File: config.mk
export PLATFORM = sky130hd
export DESIGN_NAME = resync_seq
export DESIGN_NICKNAME = d
export VERILOG_FILES = /design/src/rtl/resync_pkg.sv /design/src/rtl/rs_len_sel.sv /design/src/rtl/rs_word_ctr.sv /design/src/rtl/rs_fail_trk.sv /design/src/rtl/resync_seq.sv
export SDC_FILE = /design/constraint.sdc
export NUM_CORES = 1
export LEC_CHECK = 0
export ABC_AREA = 1
export CORE_MARGIN = 1
export CORE_UTILIZATION = 44
export CTS_CLUSTER_SIZE = 12
export DETAILED_ROUTE_END_ITERATION = 10
export GPL_TIMING_DRIVEN = 0
export PLACE_DENSITY = 0.65
export SYNTH_ARGS = -nofsm -noshare
export SYNTH_HDL_FRONTEND = slang
export SYNTH_SLANG_ARGS = --single-unit
File: constraint.sdc
create_clock -name clk -period 1.5 [get_ports clk]
set_input_delay 0.3 -clock clk [delete_from_list [all_inputs] [get_ports clk]]
set_output_delay 0.3 -clock clk [all_outputs]
set_load 0.02 [all_outputs]
File: src/rtl/resync_pkg.sv
package resync_pkg;

    typedef enum logic [2:0] {
        ST_LONG   = 3'd0,
        ST_SHORT  = 3'd1,
        ST_VSTART = 3'd2,
        ST_VIDEO  = 3'd3,
        ST_HALT   = 3'd4
    } rs_state_t;

    // Rate codes with bit 1 set use the longer short pattern.
    function automatic logic rate_is_fast(input logic [1:0] code);
        return code[1];
    endfunction

    function automatic int unsigned max3(input int unsigned a, input int unsigned b,
                                         input int unsigned c);
        int unsigned m;
        m = (a > b) ? a : b;
        return (m > c) ? m : c;
    endfunction

endpackage

File: src/rtl/rs_len_sel.sv
module rs_len_sel #(
    parameter int unsigned SHORT_LO = 546,
    parameter int unsigned SHORT_HI = 1090,
    parameter int unsigned LONG_LEN = 17410,
    parameter int unsigned CW       = 15
) (
    input  logic          lock_ok,
    input  logic [1:0]    rate,
    output logic [CW-1:0] len_m1
);
    import resync_pkg::*;

    localparam logic [CW-1:0] LO_M1   = CW'(SHORT_LO - 1);
    localparam logic [CW-1:0] HI_M1   = CW'(SHORT_HI - 1);
    localparam logic [CW-1:0] LONG_M1 = CW'(LONG_LEN - 1);

    always_comb begin
        if (!lock_ok)
            len_m1 = LONG_M1;
        else if (rate_is_fast(rate))
            len_m1 = HI_M1;
        else
            len_m1 = LO_M1;
    end
endmodule

File: src/rtl/rs_word_ctr.sv
module rs_word_ctr #(
    parameter int unsigned CW      = 15,
    parameter int unsigned RST_VAL = 0
) (
    input  logic          clk,
    input  logic          rst_n,
    input  logic          load,
    input  logic [CW-1:0] load_val,
    output logic          last
);
    logic [CW-1:0] cnt_q;

    always_ff @(posedge clk) begin
        if (!rst_n)
            cnt_q <= CW'(RST_VAL);
        else if (load)
            cnt_q <= load_val;
        else if (cnt_q != '0)
            cnt_q <= cnt_q - 1'b1;
    end

    assign last = (cnt_q == '0);
endmodule

File: src/rtl/rs_fail_trk.sv
module rs_fail_trk #(
    parameter int unsigned LIMIT = 62
) (
    input  logic clk,
    input  logic rst_n,
    input  logic clr,
    input  logic inc,
    output logic last_try
);
    generate
        if (LIMIT <= 1) begin : g_single
            assign last_try = 1'b1;
        end else begin : g_count
            localparam int unsigned FW = $clog2(LIMIT);
            localparam logic [FW-1:0] SAT = FW'(LIMIT - 1);
            logic [FW-1:0] fails_q;

            always_ff @(posedge clk) begin
                if (!rst_n)
                    fails_q <= '0;
                else if (clr)
                    fails_q <= '0;
                else if (inc && fails_q != SAT)
                    fails_q <= fails_q + 1'b1;
            end

            assign last_try = (fails_q == SAT);
        end
    endgenerate
endmodule

File: src/rtl/resync_seq.sv
module resync_seq #(
    parameter int unsigned SHORT_LO    = 546,
    parameter int unsigned SHORT_HI    = 1090,
    parameter int unsigned LONG_LEN    = 17410,
    parameter int unsigned RETRY_LIMIT = 62
) (
    input  logic       clk,
    input  logic       rst_n,
    input  logic       cc_end,
    input  logic       lock_frame,
    input  logic [1:0] rate,
    input  logic       remote,
    output logic       pat_active,
    output logic       video_start,
    output logic       ser_en
);
    import resync_pkg::*;

    localparam int unsigned MAXL = max3(SHORT_LO, SHORT_HI, LONG_LEN);
    localparam int unsigned CW   = (MAXL < 2) ? 1 : $clog2(MAXL);

    rs_state_t     state_q, state_d;
    logic          decide, halt_now, word_last, last_try;
    logic [CW-1:0] len_m1;

    // Handshake decision is taken only while waiting in the video state.
    assign decide   = (state_q == ST_VIDEO) && cc_end;
    assign halt_now = decide && !lock_frame && remote && last_try;

    rs_len_sel #(
        .SHORT_LO (SHORT_LO),
        .SHORT_HI (SHORT_HI),
        .LONG_LEN (LONG_LEN),
        .CW       (CW)
    ) u_len (
        .lock_ok (lock_frame),
        .rate    (rate),
        .len_m1  (len_m1)
    );

    rs_word_ctr #(
        .CW      (CW),
        .RST_VAL (LONG_LEN - 1)
    ) u_ctr (
        .clk      (clk),
        .rst_n    (rst_n),
        .load     (decide && !halt_now),
        .load_val (len_m1),
        .last     (word_last)
    );

    rs_fail_trk #(
        .LIMIT (RETRY_LIMIT)
    ) u_fail (
        .clk      (clk),
        .rst_n    (rst_n),
        .clr      (decide && lock_frame),
        .inc      (decide && !lock_frame),
        .last_try (last_try)
    );

    always_ff @(posedge clk) begin
        if (!rst_n)
            state_q <= ST_LONG;
        else
            state_q <= state_d;
    end

    always_comb begin
        state_d = state_q;
        unique case (state_q)
            ST_LONG, ST_SHORT: begin
                if (word_last)
                    state_d = ST_VSTART;
            end
            ST_VSTART: state_d = ST_VIDEO;
            ST_VIDEO: begin
                if (decide) begin
                    if (halt_now)
                        state_d = ST_HALT;
                    else if (lock_frame)
                        state_d = ST_SHORT;
                    else
                        state_d = ST_LONG;
                end
            end
            ST_HALT: state_d = ST_HALT;
            default: state_d = ST_HALT;
        endcase
    end

    always_comb begin
        pat_active  = 1'b0;
        video_start = 1'b0;
        ser_en      = 1'b1;
        unique case (state_q)
            ST_LONG, ST_SHORT: pat_active  = 1'b1;
            ST_VSTART:         video_start = 1'b1;
            ST_VIDEO:          ;
            ST_HALT:           ser_en      = 1'b0;
            default:           ser_en      = 1'b0;
        endcase
    end
endmodule

Yosys cells after proc, flatten, opt, wreduce, memory -nomap -nowiden:

Cells that the tools add are included.

* eq/ne operators: 7
* reductions and logical operators: 17
* multiplexer cells: 12
* $add $sub $neg: 2
* bitwise operators: 1

Operators with widths (number)
* two-way mux 15 bit: 3
* logical NOT 15 bit: 1
* nonzero test 15 bit: 1
* subtractor 15 x 1 -> 15 bit (second input constant): 1
* two-way mux 11 bit: 1
* two-way mux 3 bit: 3
* case mux 3 bit (3 select lines): 1
* logical AND 1 bit: 7
* adder 6 x 1 -> 6 bit (second input constant): 1
* equality test 3 x 2 -> 1 bit (second input constant): 2
* equality test 6 bit (second input constant): 1
* inequality test 6 bit (second input constant): 1
* two-way mux 1 bit: 4
* OR reduction 2 bit: 2
* OR reduction 4 bit: 1
* equality test 3 x 1 -> 1 bit (second input constant): 1
* logical NOT 3 bit: 1
* logical NOT 1 bit: 2
* inequality test 2 x 1 -> 1 bit (second input constant): 1
* inequality test 2 bit (second input constant): 1
* AND reduction 2 bit: 1
* nonzero test 2 bit: 1
* inverter 1 bit: 1

* logic and storage cells: 42
* bits of input ports: 7
* output and inout port bits: 3
* register bits: 24

Depth between registers and ports, before layout:

Gate-level depths: netlist (run 1).

* word-level depth: 8
* gate-level depth with buffers: 10
* mapped depth without buffers: 10

Cells and area by module:

Synthesis (run 1) repeated with hierarchy kept, for this count alone.

* cell total of the unflattened synthesis: 254
* area, all modules: 1615.3 um^2

By module, submodules not included
* rs_word_ctr: sequential area each 300.3 um^2, instances 1, cells an instance 143, area each 920.9 um^2
* rs_fail_trk: sequential area each 120.1 um^2, instances 1, cells an instance 59, area each 377.9 um^2
* resync_seq: sequential area each 60.1 um^2, instances 1, cells an instance 33, area each 201.4 um^2
* rs_len_sel: sequential area each 0.0 um^2, instances 1, cells an instance 19, area each 115.1 um^2

Worst setup path after synthesis (run 1):

Ideal clock, no wire load.

* kind: flip-flop to flip-flop
* start: register u_ctr.cnt_q[0]
* end: register u_ctr.cnt_q[11]
* cell stages (with the launch flop): 10
* path slack: 0.091 ns
* buffers on the path: 0
* required time: 1.372 ns
* setup time: 0.128 ns
* data arrival time: 1.282 ns
* period minus slack after synthesis: 1.409 ns
* cell sequence: dfxtp_1 -> inv_1 -> ha_1 -> nand3_2 -> nor2_4 -> nand2_2 -> inv_1 -> nand2_1 -> nand3_1 -> nor2_1

* longest elaborated chain between the ends: 3
* elaborated cells between the ends (all ways): 5
* those cells by class: add/sub (1); mux (2); reduce/logical (2)

Ends and longest elaborated chain
* start, declared: RTL line rs_word_ctr.sv:11 `logic [CW-1:0] cnt_q;`
* start signal, assigned: RTL line rs_word_ctr.sv:15 `cnt_q <= CW'(RST_VAL);`
* start signal, assigned: RTL line rs_word_ctr.sv:17 `cnt_q <= load_val;`
* start signal, assigned: RTL line rs_word_ctr.sv:19 `cnt_q <= cnt_q - 1'b1;`
* subtractor 15 x 1 -> 15 bit: RTL line rs_word_ctr.sv:19
* two-way mux 15 bit: RTL line rs_word_ctr.sv:18 `else if (cnt_q != '0)`
* two-way mux 15 bit: RTL line rs_word_ctr.sv:16 `else if (load)`

Several ways; a longest one is shown, not always the timed one. The select of a mux whose other input is x is not followed.
A chain may end at the register's enable or synchronous reset.

Worst setup path in the final report (run 1):

* start: register u_fail.g_count.fails_q[1]
* end: register u_ctr.cnt_q[5]

* longest elaborated chain between the ends: 5
* elaborated cells between the ends (all ways): 6
* those cells by class: eq/ne (1); mux (1); reduce/logical (4)

Ends and longest elaborated chain
* start, declared: RTL line rs_fail_trk.sv:16 `logic [FW-1:0] fails_q;`
* start signal, assigned: RTL line rs_fail_trk.sv:24 `fails_q <= fails_q + 1'b1;`
* equality test 6 bit (*): RTL line rs_fail_trk.sv:27 `assign last_try = (fails_q == SAT);`
* logical AND 1 bit (*): RTL line resync_seq.sv:28 `assign halt_now = decide && !lock_frame && remote && last_try;`
* logical NOT 1 bit (*): RTL line resync_seq.sv:47 `.load (decide && !halt_now),`
* logical AND 1 bit (*): RTL line resync_seq.sv:47
* two-way mux 15 bit / nonzero test 2 bit (equally long branches)

Every way passes the cells marked *; elsewhere a longest branch is shown, timed or not.

==> impl_metrics.xml, run 1 <==
<?xml version="1.0" encoding="UTF-8"?>
<metrics>
  <group name="outcome">
    <metric name="run_status" unit="">completed</metric>
  </group>
  <group name="clocking">
    <metric name="clock_insertion_delay_worst_skew" unit="ps">320</metric>
    <metric name="clock_tree.root_cell" unit="">sky130_fd_sc_hd__clkbuf_4</metric>
    <metric name="clock_tree_from_tritoncts" unit="">yes</metric>
    <metric name="cts.sink_count" unit="">24</metric>
    <metric name="tritoncts_buffer_count" unit="">3</metric>
    <metric name="clock_tree.buffer_depth" unit="">2</metric>
    <metric name="cts.htree.levels" unit="">1</metric>
    <metric name="clk_pin_slew" unit="ps">140</metric>
  </group>
  <group name="die">
    <metric name="die_area" unit="um^2">3370</metric>
    <metric name="io_pins" unit="">10</metric>
    <metric name="die_y" unit="um">58.0</metric>
    <metric name="core_area" unit="um^2">2850</metric>
    <metric name="die_width" unit="um">58.0</metric>
    <metric name="initial_standard_cell_utilization_of_the_core" unit="%">48.4</metric>
    <metric name="placement_rows" unit="">19</metric>
  </group>
  <group name="cells_and_area">
    <metric name="layout_cell_share_with_drive_strength_beyond_1" unit="%">24.0</metric>
    <metric name="regArea" unit="um^2">490</metric>
    <metric name="post-route-util" unit="%">60.1</metric>
    <metric name="stdcell_area" unit="um^2">1710</metric>
    <metric name="antenna_diodes" unit="">0</metric>
    <metric name="finalNetCount" unit="">240</metric>
    <metric name="multiInputGateArea" unit="um^2">840</metric>
    <metric name="fill_cells" unit="">259</metric>
    <metric name="area_delta_synth_final" unit="%">24.1</metric>
    <metric name="final_cells" unit="">260</metric>
  </group>
  <group name="placement">
    <metric name="numPortBuffers" unit="">7</metric>
    <metric name="gpl.final_weighted_congestion" unit="">0.848</metric>
    <metric name="detailed_place.area" unit="um^2">1490</metric>
    <metric name="dpl.cell_count" unit="">243</metric>
    <metric name="post-dp-hpwl" unit="um">2090</metric>
    <metric name="pre_cts_slack" unit="ps">-255</metric>
  </group>
  <group name="logic_synthesis">
    <metric name="synthesis.area" unit="um^2">1380</metric>
    <metric name="synth_warnings" unit="">0</metric>
    <metric name="ys_ff_latch" unit="">24</metric>
    <metric name="synth_cell_types" unit="">28</metric>
    <metric name="synth_seq_area_share" unit="%">34.8</metric>
    <metric name="postSynthCellCount" unit="">205</metric>
    <metric name="synth.net_count" unit="">215</metric>
    <metric name="syn-mean-instance-area" unit="um^2">6.74</metric>
  </group>
  <group name="flow_run">
    <metric name="cap_violations" unit="">0</metric>
  </group>
  <group name="sta">
    <metric name="final-hold-violation-count" unit="">0</metric>
    <metric name="setup_viol_count_final" unit="">0</metric>
    <metric name="fin_skew" unit="ps">2.69</metric>
    <metric name="whs" unit="ps">239</metric>
    <metric name="post-route-min-period" unit="ps">1470</metric>
    <metric name="final_max_slew_viol_count" unit="">0</metric>
    <metric name="setup_repair_after_global_routing_missed_its_margin" unit="">true</metric>
    <metric name="finalCritPeriodShare" unit="%">98.0</metric>
    <metric name="timing.setup.tns" unit="ps">0</metric>
    <metric name="max-slew-margin-rel" unit="%">65.1</metric>
    <metric name="max_freq" unit="MHz">680</metric>
    <metric name="slew_of_the_pin_with_the_lowest_slew_margin" unit="ps">523</metric>
    <metric name="timing.final.ws_setup" unit="ps">30.1</metric>
  </group>
  <group name="global_routing">
    <metric name="globalRouteMet1Util" unit="%">24.1</metric>
    <metric name="grt_pass1_wl" unit="um">5060</metric>
    <metric name="grt.overflow.total" unit="">0</metric>
    <metric name="first_global_vias" unit="">1247</metric>
    <metric name="gr-usage-all-layers" unit="%">19.2</metric>
    <metric name="grt_antenna_before_repair" unit="">0</metric>
    <metric name="grt_max_degree" unit="">15</metric>
    <metric name="met3_usage" unit="%">2.01</metric>
    <metric name="gr-max-usage-layer" unit="">met2</metric>
    <metric name="gr-usage-met2" unit="%">33.7</metric>
  </group>
  <group name="critical_path">
    <metric name="cp-startpoint" unit="">u_fail.g_count.fails_q[1]$_SDFFE_PP0P_</metric>
    <metric name="endpoint_kind" unit="">register</metric>
    <metric name="regToRegSetupSlack" unit="ps">30</metric>
    <metric name="r2r-end" unit="">u_ctr.cnt_q[5]$_SDFFE_PN0P_</metric>
    <metric name="worstPathRequired" unit="ps">1760</metric>
    <metric name="worst_setup_path_start_kind" unit="">register</metric>
    <metric name="worst_reg2reg_path_startpoint" unit="">u_fail.g_count.fails_q[1]$_SDFFE_PP0P_</metric>
    <metric name="critical_path.max_fanout" unit="">6</metric>
    <metric name="crit_type" unit="">register to register</metric>
    <metric name="reg2reg_depth" unit="">11</metric>
    <metric name="timing.critical_path.to" unit="">u_ctr.cnt_q[5]$_SDFFE_PN0P_</metric>
    <metric name="crit_arrival" unit="ps">1730</metric>
  </group>
  <group name="min_path">
    <metric name="hp-class" unit="">input port to register</metric>
    <metric name="hold_depth" unit="">2</metric>
  </group>
  <group name="power">
    <metric name="design_power_total" unit="mW">1.53</metric>
    <metric name="total_leakage_power" unit="nW">0.801</metric>
    <metric name="power_density" unit="nW/um^2">892</metric>
    <metric name="ir_worst_vdd" unit="V">0.000385</metric>
  </group>
  <group name="route">
    <metric name="routed_via_count_divided_by_cell_count" unit="">5.13</metric>
    <metric name="drt-wirelength-per-cell" unit="um">12.0</metric>
    <metric name="wl" unit="um">3120</metric>
    <metric name="detailroute.via_count" unit="">1335</metric>
    <metric name="drt_pre_antenna_iters" unit="">4</metric>
    <metric name="antenna_violating_nets_post_route" unit="">0</metric>
    <metric name="route.detailed.drc" unit="">0</metric>
    <metric name="drtIter0Drc" unit="">67</metric>
  </group>
</metrics>
-- sequential cells by signal, indices dropped and copies added (netlist names) --
signal and cells:
u_ctr.cnt_q 15, state_q 3, u_fail.g_count.fails_q 6
-- worst min path at each step --
| stage | startpoint | end | slack [ps] |
|---|---|---|---|
| global placement | u_fail.g_count.fails_q[5]$_SDFFE_PP0P_ | u_fail.g_count.fails_q[5]$_SDFFE_PP0P_ | 470 |
| CTS | rst_n | u_ctr.cnt_q[10]$_SDFFE_PN1P_ | 230 |
| detailed placement | u_ctr.cnt_q[3]$_SDFFE_PN0P_ | u_ctr.cnt_q[3]$_SDFFE_PN0P_ | 480 |
| floorplan | lock_frame | u_ctr.cnt_q[14]$_SDFFE_PN1P_ | 430 |
| finish | rst_n | u_ctr.cnt_q[10]$_SDFFE_PN1P_ | 240 |
| global route | rst_n | u_ctr.cnt_q[10]$_SDFFE_PN1P_ | 240 |
-- cells in the mapped netlist --
cell type	number	share of area, %
sky130_fd_sc_hd__o211ai_1	1	0.54
sky130_fd_sc_hd__inv_2	2	0.54
sky130_fd_sc_hd__inv_1	24	6.5
sky130_fd_sc_hd__o21ai_1	3	1.1
sky130_fd_sc_hd__nor2_4	2	1.6
sky130_fd_sc_hd__clkbuf_1	1	0.27
sky130_fd_sc_hd__nand2_2	3	1.4
sky130_fd_sc_hd__a21oi_1	8	2.9
sky130_fd_sc_hd__o21ai_4	1	1.2
sky130_fd_sc_hd__nand3b_1	2	1.1
sky130_fd_sc_hd__nor3b_1	2	1.1
sky130_fd_sc_hd__nor2_1	38	10
sky130_fd_sc_hd__buf_6	2	1.6
sky130_fd_sc_hd__nand2_1	45	12
sky130_fd_sc_hd__xor2_1	6	3.8
sky130_fd_sc_hd__nand4_1	4	1.8
sky130_fd_sc_hd__nand3_1	19	6.9
sky130_fd_sc_hd__a31oi_1	1	0.45
sky130_fd_sc_hd__a211oi_1	1	0.54
sky130_fd_sc_hd__nor3_1	2	0.72
sky130_fd_sc_hd__dfxtp_1	24	35
sky130_fd_sc_hd__or2_2	2	0.91
sky130_fd_sc_hd__buf_2	1	0.36
sky130_fd_sc_hd__nor2_2	2	0.91
sky130_fd_sc_hd__ha_1	3	2.7
sky130_fd_sc_hd__nand3_2	2	1.4
sky130_fd_sc_hd__o21ai_0	1	0.36
sky130_fd_sc_hd__xnor2_1	3	1.9
-- worst max-delay path, cell delays in order, from the launching register on --
cell and delay (ps):
sky130_fd_sc_hd__dfxtp_2 360, sky130_fd_sc_hd__inv_2 70, sky130_fd_sc_hd__ha_4 130, sky130_fd_sc_hd__nand2_2 50, sky130_fd_sc_hd__inv_2 90, sky130_fd_sc_hd__nand3_4 90
sky130_fd_sc_hd__o21ai_4 250, sky130_fd_sc_hd__buf_6 150, sky130_fd_sc_hd__nand2_1 50, sky130_fd_sc_hd__nand2_1 60, sky130_fd_sc_hd__nand2_1 50, sky130_fd_sc_hd__nor2_1 70
-- layout by cell type (no fill, tap or decap), types with 2 or more instances in the layout --
| master | count |
|---|---|
| sky130_fd_sc_hd__inv_2 | 7 |
| sky130_fd_sc_hd__o21ai_1 | 3 |
| sky130_fd_sc_hd__nand4_1 | 4 |
| sky130_fd_sc_hd__nand3b_1 | 2 |
| sky130_fd_sc_hd__nor2_1 | 37 |
| sky130_fd_sc_hd__nand2_1 | 43 |
| sky130_fd_sc_hd__buf_2 | 2 |
| sky130_fd_sc_hd__xnor2_1 | 3 |
| sky130_fd_sc_hd__inv_1 | 19 |
| sky130_fd_sc_hd__nor2_4 | 2 |
| sky130_fd_sc_hd__nand2_2 | 4 |
| sky130_fd_sc_hd__ha_4 | 2 |
| sky130_fd_sc_hd__a21oi_1 | 8 |
| sky130_fd_sc_hd__dfxtp_1 | 18 |
| sky130_fd_sc_hd__nor2_2 | 3 |
| sky130_fd_sc_hd__clkbuf_4 | 3 |
| sky130_fd_sc_hd__nand3_1 | 19 |
| sky130_fd_sc_hd__buf_4 | 11 |
| sky130_fd_sc_hd__buf_6 | 4 |
| sky130_fd_sc_hd__nor3b_2 | 2 |
| sky130_fd_sc_hd__or2_2 | 2 |
| sky130_fd_sc_hd__xor2_1 | 6 |
| sky130_fd_sc_hd__clkdlybuf4s50_1 | 4 |
| sky130_fd_sc_hd__nand3_4 | 2 |
| sky130_fd_sc_hd__dfxtp_2 | 5 |
-- power breakdown --
| group | internal (mW) | total [mW] | switching [mW] |
|---|---|---|---|
| clock network | 0.270 | 0.474 | 0.204 |
| registers | 0.680 | 0.716 | 0.0364 |
| logic | 0.139 | 0.338 | 0.199 |
-- routing by layer --
layer  routed length (um)  share of wire [%]
met2                 1600                 51
met5                    0                  0
met3                   85                2.7
met1                 1370                 44
met4                   64                2.1
-- repair_timing --
action                                  4_1_cts  5_1_grt
hold buffers                                  0        0
gates cloned                                  0        1
pin swaps                                     3        5
buffers inserted                              4        8
resized for setup                            14       23
endpoints found under the setup margin       19       21
-- final cells by class --
type / instances / area share (%)
multi-input cells: 151 / 49.0
flip-flops and latches: 24 / 28.6
repair buffers: 20 / 9.56
inverters: 26 / 5.69
well taps: 31 / 2.26
plain buffers: 4 / 1.82
clock inverters: 1 / 1.75
clock buffers: 3 / 1.31
-- logic make-up (layout without fill, tap and decap cells) --
family | after synthesis | count (layout) | share of synthesized area, %
XOR/XNOR | 9 | 9 | 5.71
adder cells (fa/ha/maj) | 3 | 3 | 2.72
AO/OA/AOI/OAI | 16 | 16 | 7.07
flip-flops | 24 | 24 | 34.8
AND/OR/NAND/NOR | 123 | 123 | 40.4
buffers and inverters | 30 | 54 | 9.33
Power figures use the tool's default switching activity.
==> inputs of run 2 (changes only) <==
- CTS_CLUSTER_DIAMETER: not set -> 50
==> results of run 2 <==
No change in the layout: final DEF, timing and power equal those of run 1.
==> inputs of run 3 (changes only) <==
- PLACE_DENSITY: 0.65 -> not set
- clock period: 1.5 -> 1.6 ns (I/O delays scaled with it)
==> run 3 against run 2 <==
Against the previous run: count of clock-buffer cells in the layout is the same; first-iteration DRC count grew 31%; hold slack gained 28 ps; largest power group unchanged; non-clock buffer count shrank 6; highest routed layer unchanged; global-route usage shrank 0.31 points.
==> impl_metrics.xml, run 3 (synthesis gave the netlist of run 1 again) <==
<?xml version="1.0" encoding="UTF-8"?>
<metrics>
  <group name="die">
    <metric name="placement_rows" unit="">19</metric>
    <metric name="die_area" unit="um^2">3370</metric>
    <metric name="core_area" unit="um^2">2850</metric>
    <metric name="io_pins" unit="">10</metric>
    <metric name="initial_standard_cell_utilization_of_the_core" unit="%">48.4</metric>
    <metric name="die_width" unit="um">58.0</metric>
    <metric name="die_y" unit="um">58.0</metric>
  </group>
  <group name="critical_path">
    <metric name="critical_path.max_fanout" unit="">7</metric>
    <metric name="crit_chain" unit="">inv_2 &gt; ha_1 &gt; nand2_1 &gt; inv_2 &gt; nand3_2 &gt; o21ai_4 &gt; buf_6 &gt; nand3_1 &gt; a21oi_1</metric>
    <metric name="max_stage_delay" unit="ps">360</metric>
    <metric name="worst_setup_path_start_kind" unit="">register</metric>
    <metric name="crit_arrival" unit="ps">1750</metric>
    <metric name="r2r-end" unit="">u_ctr.cnt_q[1]$_SDFFE_PN0P_</metric>
    <metric name="worst_reg2reg_path_startpoint" unit="">u_fail.g_count.fails_q[1]$_SDFFE_PP0P_</metric>
    <metric name="timing.critical_path.to" unit="">u_ctr.cnt_q[1]$_SDFFE_PN0P_</metric>
    <metric name="cp-startpoint" unit="">u_fail.g_count.fails_q[1]$_SDFFE_PP0P_</metric>
    <metric name="regToRegSetupSlack" unit="ps">100</metric>
    <metric name="reg2reg_depth" unit="">9</metric>
    <metric name="worstPathRequired" unit="ps">1850</metric>
    <metric name="path_common_cell" unit="">sky130_fd_sc_hd__inv_2</metric>
    <metric name="endpoint_kind" unit="">register</metric>
    <metric name="cp_slowest_cell" unit="">sky130_fd_sc_hd__dfxtp_2</metric>
    <metric name="crit_type" unit="">register to register</metric>
  </group>
  <group name="sta">
    <metric name="post-route-min-period" unit="ps">1500</metric>
    <metric name="setup_repair_after_global_routing_missed_its_margin" unit="">true</metric>
    <metric name="finalCritPeriodShare" unit="%">94.0</metric>
    <metric name="slew_of_the_pin_with_the_lowest_slew_margin" unit="ps">529</metric>
    <metric name="timing.final.ws_setup" unit="ps">95.8</metric>
    <metric name="max_freq" unit="MHz">665</metric>
    <metric name="final_max_slew_viol_count" unit="">0</metric>
    <metric name="max-slew-margin-rel" unit="%">64.8</metric>
    <metric name="fin_skew" unit="ps">7.10</metric>
    <metric name="final-hold-violation-count" unit="">0</metric>
    <metric name="setup_viol_count_final" unit="">0</metric>
  </group>
  <group name="route">
    <metric name="drt_pre_antenna_iters" unit="">4</metric>
    <metric name="drtIter0Drc" unit="">88</metric>
    <metric name="antenna_violating_nets_post_route" unit="">0</metric>
    <metric name="drt-wirelength-per-cell" unit="um">11.5</metric>
    <metric name="wl" unit="um">2910</metric>
    <metric name="route.detailed.drc" unit="">0</metric>
    <metric name="detailroute.via_count" unit="">1281</metric>
    <metric name="routed_via_count_divided_by_cell_count" unit="">5.06</metric>
  </group>
  <group name="cells_and_area">
    <metric name="antenna_diodes" unit="">0</metric>
    <metric name="largest_register_ff_count" unit="">15</metric>
    <metric name="reg_top3" unit="">u_ctr.cnt_q: 15 flops, u_fail.g_count.fails_q: 6 flops, state_q: 3 flops</metric>
    <metric name="layout_cell_share_with_drive_strength_beyond_1" unit="%">17.1</metric>
    <metric name="area_delta_synth_final" unit="%">16.7</metric>
    <metric name="stdcell_area" unit="um^2">1610</metric>
    <metric name="multiInputGateArea" unit="um^2">808</metric>
    <metric name="final_cells" unit="">253</metric>
    <metric name="largest_register" unit="">u_ctr.cnt_q</metric>
    <metric name="regArea" unit="um^2">487</metric>
    <metric name="fill_cells" unit="">287</metric>
    <metric name="post-route-util" unit="%">56.5</metric>
    <metric name="commonest_non_fill_non_tap_cell_in_the_layout" unit="">sky130_fd_sc_hd__nand2_1</metric>
    <metric name="finalNetCount" unit="">234</metric>
    <metric name="most_frequent_cells_in_the_layout" unit="">44 x sky130_fd_sc_hd__nand2_1, 38 x sky130_fd_sc_hd__nor2_1, 21 x sky130_fd_sc_hd__dfxtp_1, 20 x sky130_fd_sc_hd__inv_1, 19 x sky130_fd_sc_hd__nand3_1</metric>
  </group>
  <group name="global_routing">
    <metric name="grt.overflow.total" unit="">0</metric>
    <metric name="grt_max_degree" unit="">13</metric>
    <metric name="gr-usage-all-layers" unit="%">18.9</metric>
    <metric name="grt_pass1_wl" unit="um">4890</metric>
    <metric name="first_global_vias" unit="">1154</metric>
    <metric name="grt_antenna_before_repair" unit="">0</metric>
  </group>
  <group name="clocking">
    <metric name="cts.htree.levels" unit="">1</metric>
    <metric name="clock_tree.root_cell" unit="">sky130_fd_sc_hd__clkbuf_4</metric>
    <metric name="clock_insertion_delay_worst_skew" unit="ps">310</metric>
    <metric name="clock_tree_from_tritoncts" unit="">yes</metric>
    <metric name="cts.sink_count" unit="">24</metric>
    <metric name="clk_pin_slew" unit="ps">130</metric>
    <metric name="tritoncts_buffer_count" unit="">3</metric>
    <metric name="clock_tree.buffer_depth" unit="">2</metric>
  </group>
  <group name="placement">
    <metric name="pre_cts_slack" unit="ps">-170</metric>
    <metric name="dpl.cell_count" unit="">243</metric>
    <metric name="detailed_place.area" unit="um^2">1490</metric>
    <metric name="post-dp-hpwl" unit="um">2130</metric>
    <metric name="numPortBuffers" unit="">7</metric>
    <metric name="gpl.final_weighted_congestion" unit="">0.833</metric>
  </group>
  <group name="power">
    <metric name="ir_worst_vdd" unit="V">0.000333</metric>
    <metric name="design_power_total" unit="mW">1.24</metric>
    <metric name="power_density" unit="nW/um^2">772</metric>
    <metric name="total_leakage_power" unit="nW">0.755</metric>
  </group>
  <group name="outcome">
    <metric name="run_status" unit="">completed</metric>
  </group>
  <group name="min_path">
    <metric name="hp-class" unit="">input port to register</metric>
  </group>
  <group name="flow_run">
    <metric name="cap_violations" unit="">0</metric>
  </group>
</metrics>
-- run 3: metrics by stage --
step	setup TNS, ps	hold slack, ps
2_1_floorplan	0	449
3_3_place_gp	-1480	470
3_5_place_dp	-1830	477
4_1_cts	0	258
5_1_grt	-40.1	253
6_report	0	267
-- run 3: power breakdown --
part	leakage (nW)	switching [mW]	total, mW	internal (mW)
Sequential	0.197	0.0338	0.670	0.636
Combinational	0.544	0.181	0.309	0.128
Clock	0.0138	0.176	0.264	0.0880
Total	0.755	0.391	1.24	0.853
-- run 3: final cells by class --
cell class / count / area share [%]
multi-input combinational: 151 / 50.2
clock buffer: 3 / 1.40
timing repair buffer: 14 / 7.84
buffer: 4 / 1.94
tap: 31 / 2.41
inverter: 26 / 6.06
sequential: 24 / 30.2
-- run 3: worst max-delay path: cells and delay by family (launching register included) --
| kind | cells | cell delay, ps |
|---|---|---|
| and+or+nand+nor | 3 | 220 |
| adders and majority gates | 1 | 130 |
| buffers and inverters | 3 | 280 |
| DFF | 1 | 360 |
| AOI/OAI and AO/OA | 2 | 450 |
-- run 3: how the worst min path moves through the flow --
stage                                              to                                   start  cells past startpoint  slack [ps]
6_report                 u_ctr.cnt_q[10]$_SDFFE_PN1P_                                   rst_n                      2         270
5_1_grt                  u_ctr.cnt_q[10]$_SDFFE_PN1P_                                   rst_n                      2         250
4_1_cts                  u_ctr.cnt_q[10]$_SDFFE_PN1P_                                   rst_n                      2         260
3_5_place_dp              u_ctr.cnt_q[0]$_SDFFE_PN1P_             u_ctr.cnt_q[0]$_SDFFE_PN1P_                      2         480
3_3_place_gp   u_fail.g_count.fails_q[5]$_SDFFE_PP0P_  u_fail.g_count.fails_q[5]$_SDFFE_PP0P_                      2         470
2_1_floorplan            u_ctr.cnt_q[14]$_SDFFE_PN1P_                              lock_frame                      1         450
-- run 3: metal layers --
layer / track usage, % / up-vias / part of all wire, %
met5: 0 / - / 0
met1: 23.0 / 583 / 48
met4: 7.82 / 0 / 1.1
li1: - / 679 / -
met3: 2.90 / 4 / 1.7
met2: 33.0 / 15 / 49
-- run 3: timing repair --
| item | CTS | global route |
|---|---|---|
| buffers inserted | 2 | 4 |
| setup endpoints to repair | 9 | 19 |
| hold buffers | 0 | 0 |
| pin swaps | 1 | 2 |
| resized for setup | 4 | 22 |
| cloned | 0 | 1 |
